$ cat src/rtl/rgp_pkg.sv
package rgp_pkg;
  localparam int NUM_RAILS = 5;
  localparam int NUM_MON   = 4;
  localparam int IDX_VNEG  = 0;
  localparam int IDX_VEE   = 1;
  localparam int IDX_VPOS  = 2;
  localparam int IDX_VDDH  = 3;
  localparam int IDX_VCOM  = 4;
endpackage

$ cat src/rtl/rgp_fault_latch.sv
module rgp_fault_latch #(
  parameter int N = 4
) (
  input  logic         clk,
  input  logic         rst,
  input  logic [N-1:0] set_i,
  input  logic [N-1:0] req_i,
  output logic [N-1:0] flt_q,
  output logic [N-1:0] flt_nx
);
  logic [N-1:0] req_q;
  logic [N-1:0] req_fall;

  assign req_fall = req_q & ~req_i;

  genvar g;
  generate
    for (g = 0; g < N; g++) begin : g_flag
      // a falling request takes priority: the rail is going off anyway
      always_comb begin
        if (req_fall[g]) flt_nx[g] = 1'b0;
        else             flt_nx[g] = flt_q[g] | set_i[g];
      end

      always_ff @(posedge clk) begin
        if (rst) begin
          flt_q[g] <= 1'b0;
          req_q[g] <= 1'b0;
        end else begin
          flt_q[g] <= flt_nx[g];
          req_q[g] <= req_i[g];
        end
      end

      // a latched flag survives until the request has been seen low
      a_r7_flag_holds: assert property (@(posedge clk) disable iff (rst)
        (flt_q[g] && req_i[g]) |=> flt_q[g]);
    end
  endgenerate
endmodule

$ cat src/rtl/rgp_enable_gate.sv
module rgp_enable_gate
  import rgp_pkg::*;
(
  input  logic                 clk,
  input  logic                 rst,
  input  logic                 conv_req,
  input  logic                 dcdc2_pg,
  input  logic                 dcdc1_pg,
  input  logic [NUM_RAILS-1:0] rail_req,
  input  logic [NUM_RAILS-1:0] parent_pg,
  input  logic [NUM_RAILS-1:0] blocked,
  output logic                 dcdc2_en,
  output logic                 dcdc1_en,
  output logic [NUM_RAILS-1:0] rail_en
);
  always_ff @(posedge clk) begin
    if (rst) begin
      dcdc2_en <= 1'b0;
      dcdc1_en <= 1'b0;
    end else begin
      dcdc2_en <= conv_req;
      dcdc1_en <= conv_req & dcdc2_pg;
    end
  end

  genvar g;
  generate
    for (g = 0; g < NUM_RAILS; g++) begin : g_rail
      always_ff @(posedge clk) begin
        if (rst) rail_en[g] <= 1'b0;
        else     rail_en[g] <= rail_req[g] & dcdc1_pg & parent_pg[g] & ~blocked[g];
      end

      // no output rail is enabled without the boost being good
      a_r3_boost_gate: assert property (@(posedge clk) disable iff (rst)
        rail_en[g] |-> $past(dcdc1_pg));
    end
  endgenerate

  // the boost waits for the inverting converter
  a_r2_dcdc1_gate: assert property (@(posedge clk) disable iff (rst)
    dcdc1_en |-> $past(dcdc2_pg));
  // converter request reaches the inverting converter in one cycle
  a_r2_dcdc2_follow: assert property (@(posedge clk) disable iff (rst)
    conv_req |=> dcdc2_en);
endmodule

$ cat src/rtl/rgp_pg_agg.sv
module rgp_pg_agg #(
  parameter int NMON = 4,
  parameter int NGLB = 4
) (
  input  logic            clk,
  input  logic            rst,
  input  logic [NMON-1:0] en_q,
  input  logic [NMON-1:0] rail_pg,
  input  logic [NMON-1:0] flt_nx,
  input  logic [NGLB-1:0] glb_src,
  output logic            pg_n,
  output logic            gfault
);
  logic all_good;
  logic glb_any;

  assign glb_any  = |glb_src;
  assign all_good = (&en_q) & (&rail_pg) & ~(|flt_nx) & ~glb_any;

  always_ff @(posedge clk) begin
    if (rst) begin
      pg_n   <= 1'b1;
      gfault <= 1'b0;
    end else begin
      pg_n   <= ~all_good;
      gfault <= glb_any;
    end
  end

  // any chip-wide source is reported next cycle and holds power-good off
  a_r9_gfault_raise: assert property (@(posedge clk) disable iff (rst)
    (|glb_src) |=> (gfault && pg_n));
  // released power-good implies every monitored rail was on and good
  a_r10_pg_release: assert property (@(posedge clk) disable iff (rst)
    !pg_n |-> $past((&en_q) && (&rail_pg)));
endmodule

$ cat src/rtl/rail_gate_pg.sv
module rail_gate_pg
  import rgp_pkg::*;
#(
  parameter int NUM_GLOBAL = 4
) (
  input  logic                  clk,
  input  logic                  rst,
  input  logic                  conv_req,
  input  logic [NUM_RAILS-1:0]  rail_req,
  input  logic                  dcdc2_pg,
  input  logic                  dcdc1_pg,
  input  logic [NUM_MON-1:0]    rail_pg,
  input  logic [NUM_MON-1:0]    rail_uv,
  input  logic [NUM_GLOBAL-1:0] glb_src,
  output logic                  dcdc2_en,
  output logic                  dcdc1_en,
  output logic [NUM_RAILS-1:0]  rail_en,
  output logic                  pg_n,
  output logic                  gfault
);
  logic [NUM_MON-1:0]   uv_hit;
  logic [NUM_MON-1:0]   flt_set;
  logic [NUM_MON-1:0]   flt_q;
  logic [NUM_MON-1:0]   flt_nx;
  logic [NUM_RAILS-1:0] parent_pg;
  logic [NUM_RAILS-1:0] blocked;

  // undervoltage only counts on a rail that is actually enabled
  assign uv_hit = rail_uv & rail_en[NUM_MON-1:0];

  // a fault on the negative LDO also takes down the positive LDO beneath it
  always_comb begin
    flt_set           = uv_hit;
    flt_set[IDX_VPOS] = uv_hit[IDX_VPOS] | uv_hit[IDX_VNEG];
  end

  rgp_fault_latch #(.N(NUM_MON)) i_flags (
    .clk   (clk),
    .rst   (rst),
    .set_i (flt_set),
    .req_i (rail_req[NUM_MON-1:0]),
    .flt_q (flt_q),
    .flt_nx(flt_nx)
  );

  genvar g;
  generate
    for (g = 0; g < NUM_RAILS; g++) begin : g_tree
      if (g == IDX_VPOS) begin : g_child
        assign parent_pg[g] = rail_pg[IDX_VNEG];
      end else begin : g_root
        assign parent_pg[g] = 1'b1;
      end
      if (g < NUM_MON) begin : g_mon
        assign blocked[g] = flt_nx[g];

        // an undervoltage on an enabled rail switches it off next cycle
        a_r5_uv_drop: assert property (@(posedge clk) disable iff (rst)
          (rail_en[g] && rail_uv[g]) |=> !rail_en[g]);
      end else begin : g_unmon
        assign blocked[g] = 1'b0;
      end
    end
  endgenerate

  rgp_enable_gate i_gate (
    .clk      (clk),
    .rst      (rst),
    .conv_req (conv_req),
    .dcdc2_pg (dcdc2_pg),
    .dcdc1_pg (dcdc1_pg),
    .rail_req (rail_req),
    .parent_pg(parent_pg),
    .blocked  (blocked),
    .dcdc2_en (dcdc2_en),
    .dcdc1_en (dcdc1_en),
    .rail_en  (rail_en)
  );

  rgp_pg_agg #(.NMON(NUM_MON), .NGLB(NUM_GLOBAL)) i_pg (
    .clk    (clk),
    .rst    (rst),
    .en_q   (rail_en[NUM_MON-1:0]),
    .rail_pg(rail_pg),
    .flt_nx (flt_nx),
    .glb_src(glb_src),
    .pg_n   (pg_n),
    .gfault (gfault)
  );

  // positive LDO only comes up behind a good negative LDO
  a_r4_vpos_gate: assert property (@(posedge clk) disable iff (rst)
    rail_en[IDX_VPOS] |-> $past(rail_pg[IDX_VNEG]));
  // a negative LDO undervoltage drops the positive LDO as well
  a_r6_vneg_child: assert property (@(posedge clk) disable iff (rst)
    (rail_en[IDX_VNEG] && rail_uv[IDX_VNEG]) |=> !rail_en[IDX_VPOS]);
  // a local undervoltage leaves the converters running
  a_r5_conv_stay: assert property (@(posedge clk) disable iff (rst)
    ((|uv_hit) && conv_req && dcdc2_pg) |=> (dcdc2_en && dcdc1_en));
endmodule

$ cat config.mk
export PLATFORM = sky130hd
export DESIGN_NAME = rail_gate_pg
export DESIGN_NICKNAME = d
export VERILOG_FILES = /design/src/rtl/rgp_pkg.sv /design/src/rtl/rgp_fault_latch.sv /design/src/rtl/rgp_enable_gate.sv /design/src/rtl/rgp_pg_agg.sv /design/src/rtl/rail_gate_pg.sv
export SDC_FILE = /design/constraint.sdc
export NUM_CORES = 1
export LEC_CHECK = 0
export ABC_AREA = 1
export BUFFER_PORTS_ARGS = -buffer_cell sky130_fd_sc_hd__buf_2
export CAP_MARGIN = 10
export CORE_MARGIN = 8
export CORE_UTILIZATION = 42
export CTS_CLUSTER_SIZE = 30
export DETAILED_ROUTE_END_ITERATION = 6
export HOLD_SLACK_MARGIN = 0.08
export PLACE_DENSITY = 0.77
export SKIP_LAST_GASP = 1
export SLEW_MARGIN = 20
export SYNTH_ARGS = -nofsm -noshare
export SYNTH_HDL_FRONTEND = slang
export SYNTH_SLANG_ARGS = --single-unit
export TNS_END_PERCENT = 1
$ cat constraint.sdc
create_clock -name clk -period 1.2 [get_ports clk]
set_clock_uncertainty 0.1 [all_clocks]
set_input_delay 0.12 -clock clk [delete_from_list [all_inputs] [get_ports clk]]
set_output_delay 0.12 -clock clk [all_outputs]
set_load 0.05 [all_outputs]
==> results.json <==
{
  "status": "finished clean",
  "tightest_slew_ns": 0.326,
  "wirelength_um": 1640,
  "synth_most_common_cell": "nand2_1",
  "ys_top_cells_by_area": "dfxtp_1 56%, nand2_1 13%, nor2_1 9.8%",
  "layout_setup_ws_ns": 0.0507,
  "fillers": 108,
  "synth_common_cells": "21 x nand2_1, 17 x dfxtp_1, 16 x nor2_1",
  "cp_slowest_cell": "dfxtp_1",
  "fp-row-count": 13,
  "clkPwrFrac_pct": 27.8,
  "dr.pass1.iters": 4,
  "p_int_uw": 805,
  "powerDensity_nw_per_um2": 1130,
  "slew-limit-headroom_pct": 78.2,
  "final_nets": 151,
  "async_reset_ff_share_pct": 0,
  "setup_tns_ns": 0,
  "crit_path_end_kind": "output port",
  "min_path_type": "in -> reg",
  "grt_first_pass_wirelength_um": 2610,
  "syn_inst": 80,
  "final_area_um2": 968,
  "p_seq_share_pct": 54.5,
  "dpl_worst_slack_ns": 0.208,
  "clock_latency_ns": 0.29,
  "vias": 651,
  "worst-path-buf-inv": 1,
  "dpl_cell_area_um2": 769,
  "grt_max_degree": 17,
  "min_period_ns": 1.15,
  "clock-sinks": 17,
  "dieWidth_um": 54.2,
  "route.detailed.drc": 0,
  "grt_pass1_vias": 633,
  "die_area_um2": 2940,
  "switching_share_pct": 26.5,
  "p_leak_uw": 0.000500,
  "cts_max_level": 1,
  "combPwrFrac_pct": 17.8,
  "clock.fmax_mhz": 870,
  "clockBufferDepth": 2,
  "die_y_um": 54.2,
  "netlist.area_leader.share_pct": 55.5,
  "synth_area_um2": 613,
  "wire_per_inst_um": 11.5,
  "io_pins": 31,
  "ant_nets": 0,
  "diodes": 0,
  "ys_seq_area_share_pct": 55.5,
  "ir_worst_vdd_mv": 0.944,
  "path_max_fanout": 3,
  "port_buffers": 30,
  "hold_violations": 0,
  "yosys_warnings": 0,
  "finalSetupViolCount": 0,
  "hpwl_um": 1090,
  "synth_fp_nets": 102,
  "seq_area_um2": 344,
  "synth_seq_cells": 17,
  "fp.coreArea_um2": 1330,
  "drtIter0Drc": 5,
  "synth_ff_type": "dfxtp_1",
  "via_per_inst": 4.55,
  "ys_types": 13,
  "antenna_found_initial": 0,
  "start_util_pct": 46.0,
  "post-route-period-util_pct": 95.8,
  "rsz0062_at_grt": "false",
  "power.switching_uw": 290,
  "grt_overflow_total": 0,
  "multi_input_area_um2": 220,
  "crit_type": "reg -> out",
  "cts_tree": "built",
  "postSynthAreaPerCell_um2": 7.66,
  "cts_buffers": 3,
  "final_max_slew_viol_count": 0,
  "path_cells": "buf_2",
  "cp_slowest_stage_delay_ns": 0.36,
  "syn_to_final_growth_pct": 58.0,
  "synth_largest_area_cell": "dfxtp_1",
  "cp_data_required_time_ns": 0.98,
  "cts.clk_slew.worst_paths_ns": 0.10,
  "critPathTopFamily": "flip-flops",
  "arrival_ns": 0.93,
  "maxCapViolCount": 0,
  "synth_edf_count": 0,
  "place.gp.congestion": 0.783,
  "critPathLaunchType": "register",
  "root_buffer": "clkbuf_4",
  "drive_gt1_share_pct": 35.2,
  "track_usage_pct": 12.2
}
-- area by class of cell --
type / instances / share of cell area (%)
sequential: 17 / 35.5
inverter: 13 / 5.04
clock buffer: 4 / 2.71
multi-input combinational: 48 / 22.7
tap: 15 / 1.94
timing repair buffer: 46 / 32.0
-- logic make-up (layout without fill, tap and decap cells) --
| kind of cell | count (synthesis) | in the layout | share of synthesized area [%] |
|---|---|---|---|
| AO/OA/AOI/OAI | 2 | 2 | 1.63 |
| flip-flops | 17 | 17 | 55.5 |
| buffers and inverters | 15 | 63 | 10.6 |
| AND/OR/NAND/NOR | 46 | 46 | 32.2 |
-- timing repair --
item | 4_1_cts | 5_1_grt
hold buffers | 16 | 0
hold endpoints to repair | 16 | 0
setup endpoints to repair | 0 | 1
buffers inserted | 0 | 0
resized for setup | 0 | 7
-- metal layers --
metal | wire length (um) | GRT usage [%] | vias to the layer above
li1 | - | - | 335
met5 | 0 | 0 | -
met3 | 240 | 4.96 | 5
met1 | 636 | 11.9 | 281
met4 | 44 | 8.61 | 0
met2 | 719 | 20.4 | 30
-- per-stage QoR --
stage               total power [uW]  hold slack, ns  utilization [%]  cells
finish                          1090          0.0924             72.6    143
global route                    1140           0.107             72.6    143
CTS                             1100          0.0881             71.7    143
detailed placement               758           0.244             57.7    123
global placement                 754           0.247             57.7    123
floorplan                        704           0.127                -     80
-- flip-flops by register name, summed over array words and instances, names as in the netlist --
signal           count
i_gate.dcdc1_en      1
i_gate.rail_en       5
i_flags.req_q        4
i_pg.gfault          1
i_gate.dcdc2_en      1
i_flags.flt_q        4
i_pg.pg_n            1
-- power by group through the flow --
stage	Clock, uW	Combinational, uW	Sequential (uW)
2_1_floorplan	0	54.0	650
3_3_place_gp	0	147	608
3_5_place_dp	0	149	609
4_1_cts	313	189	595
5_1_grt	330	213	599
6_report	304	194	596
-- final timing paths --
kind	end	cells after the start	slack, ns	start
setup / recovery	rail_en[3]	1	0.05	i_gate.rail_en[3]
hold reg to reg	i_gate.rail_en[0]	3	0.38	i_flags.flt_q[0]
setup reg to reg	i_pg.pg_n	6	0.21	i_gate.rail_en[3]
hold / removal	i_flags.req_q[3]	2	0.09	rst
-- cell usage in the layout, fill, tap and decap left out --
cell / Yosys / routed
dfxtp_2: 0 / 3
dlygate4sd3_1: 0 / 16
clkbuf_4: 0 / 3
nand3b_1: 1 / 1
nand2_1: 21 / 16
clkbuf_1: 0 / 1
a21oi_1: 1 / 1
nor2_2: 1 / 1
nor4_1: 3 / 3
dfxtp_1: 17 / 14
nor2_4: 1 / 1
inv_2: 0 / 2
nand2_2: 0 / 5
nand3_1: 3 / 3
inv_1: 13 / 11
buf_2: 1 / 30
o21ai_1: 1 / 1
nor2_1: 16 / 16
Power figures use the tool's default switching activity.
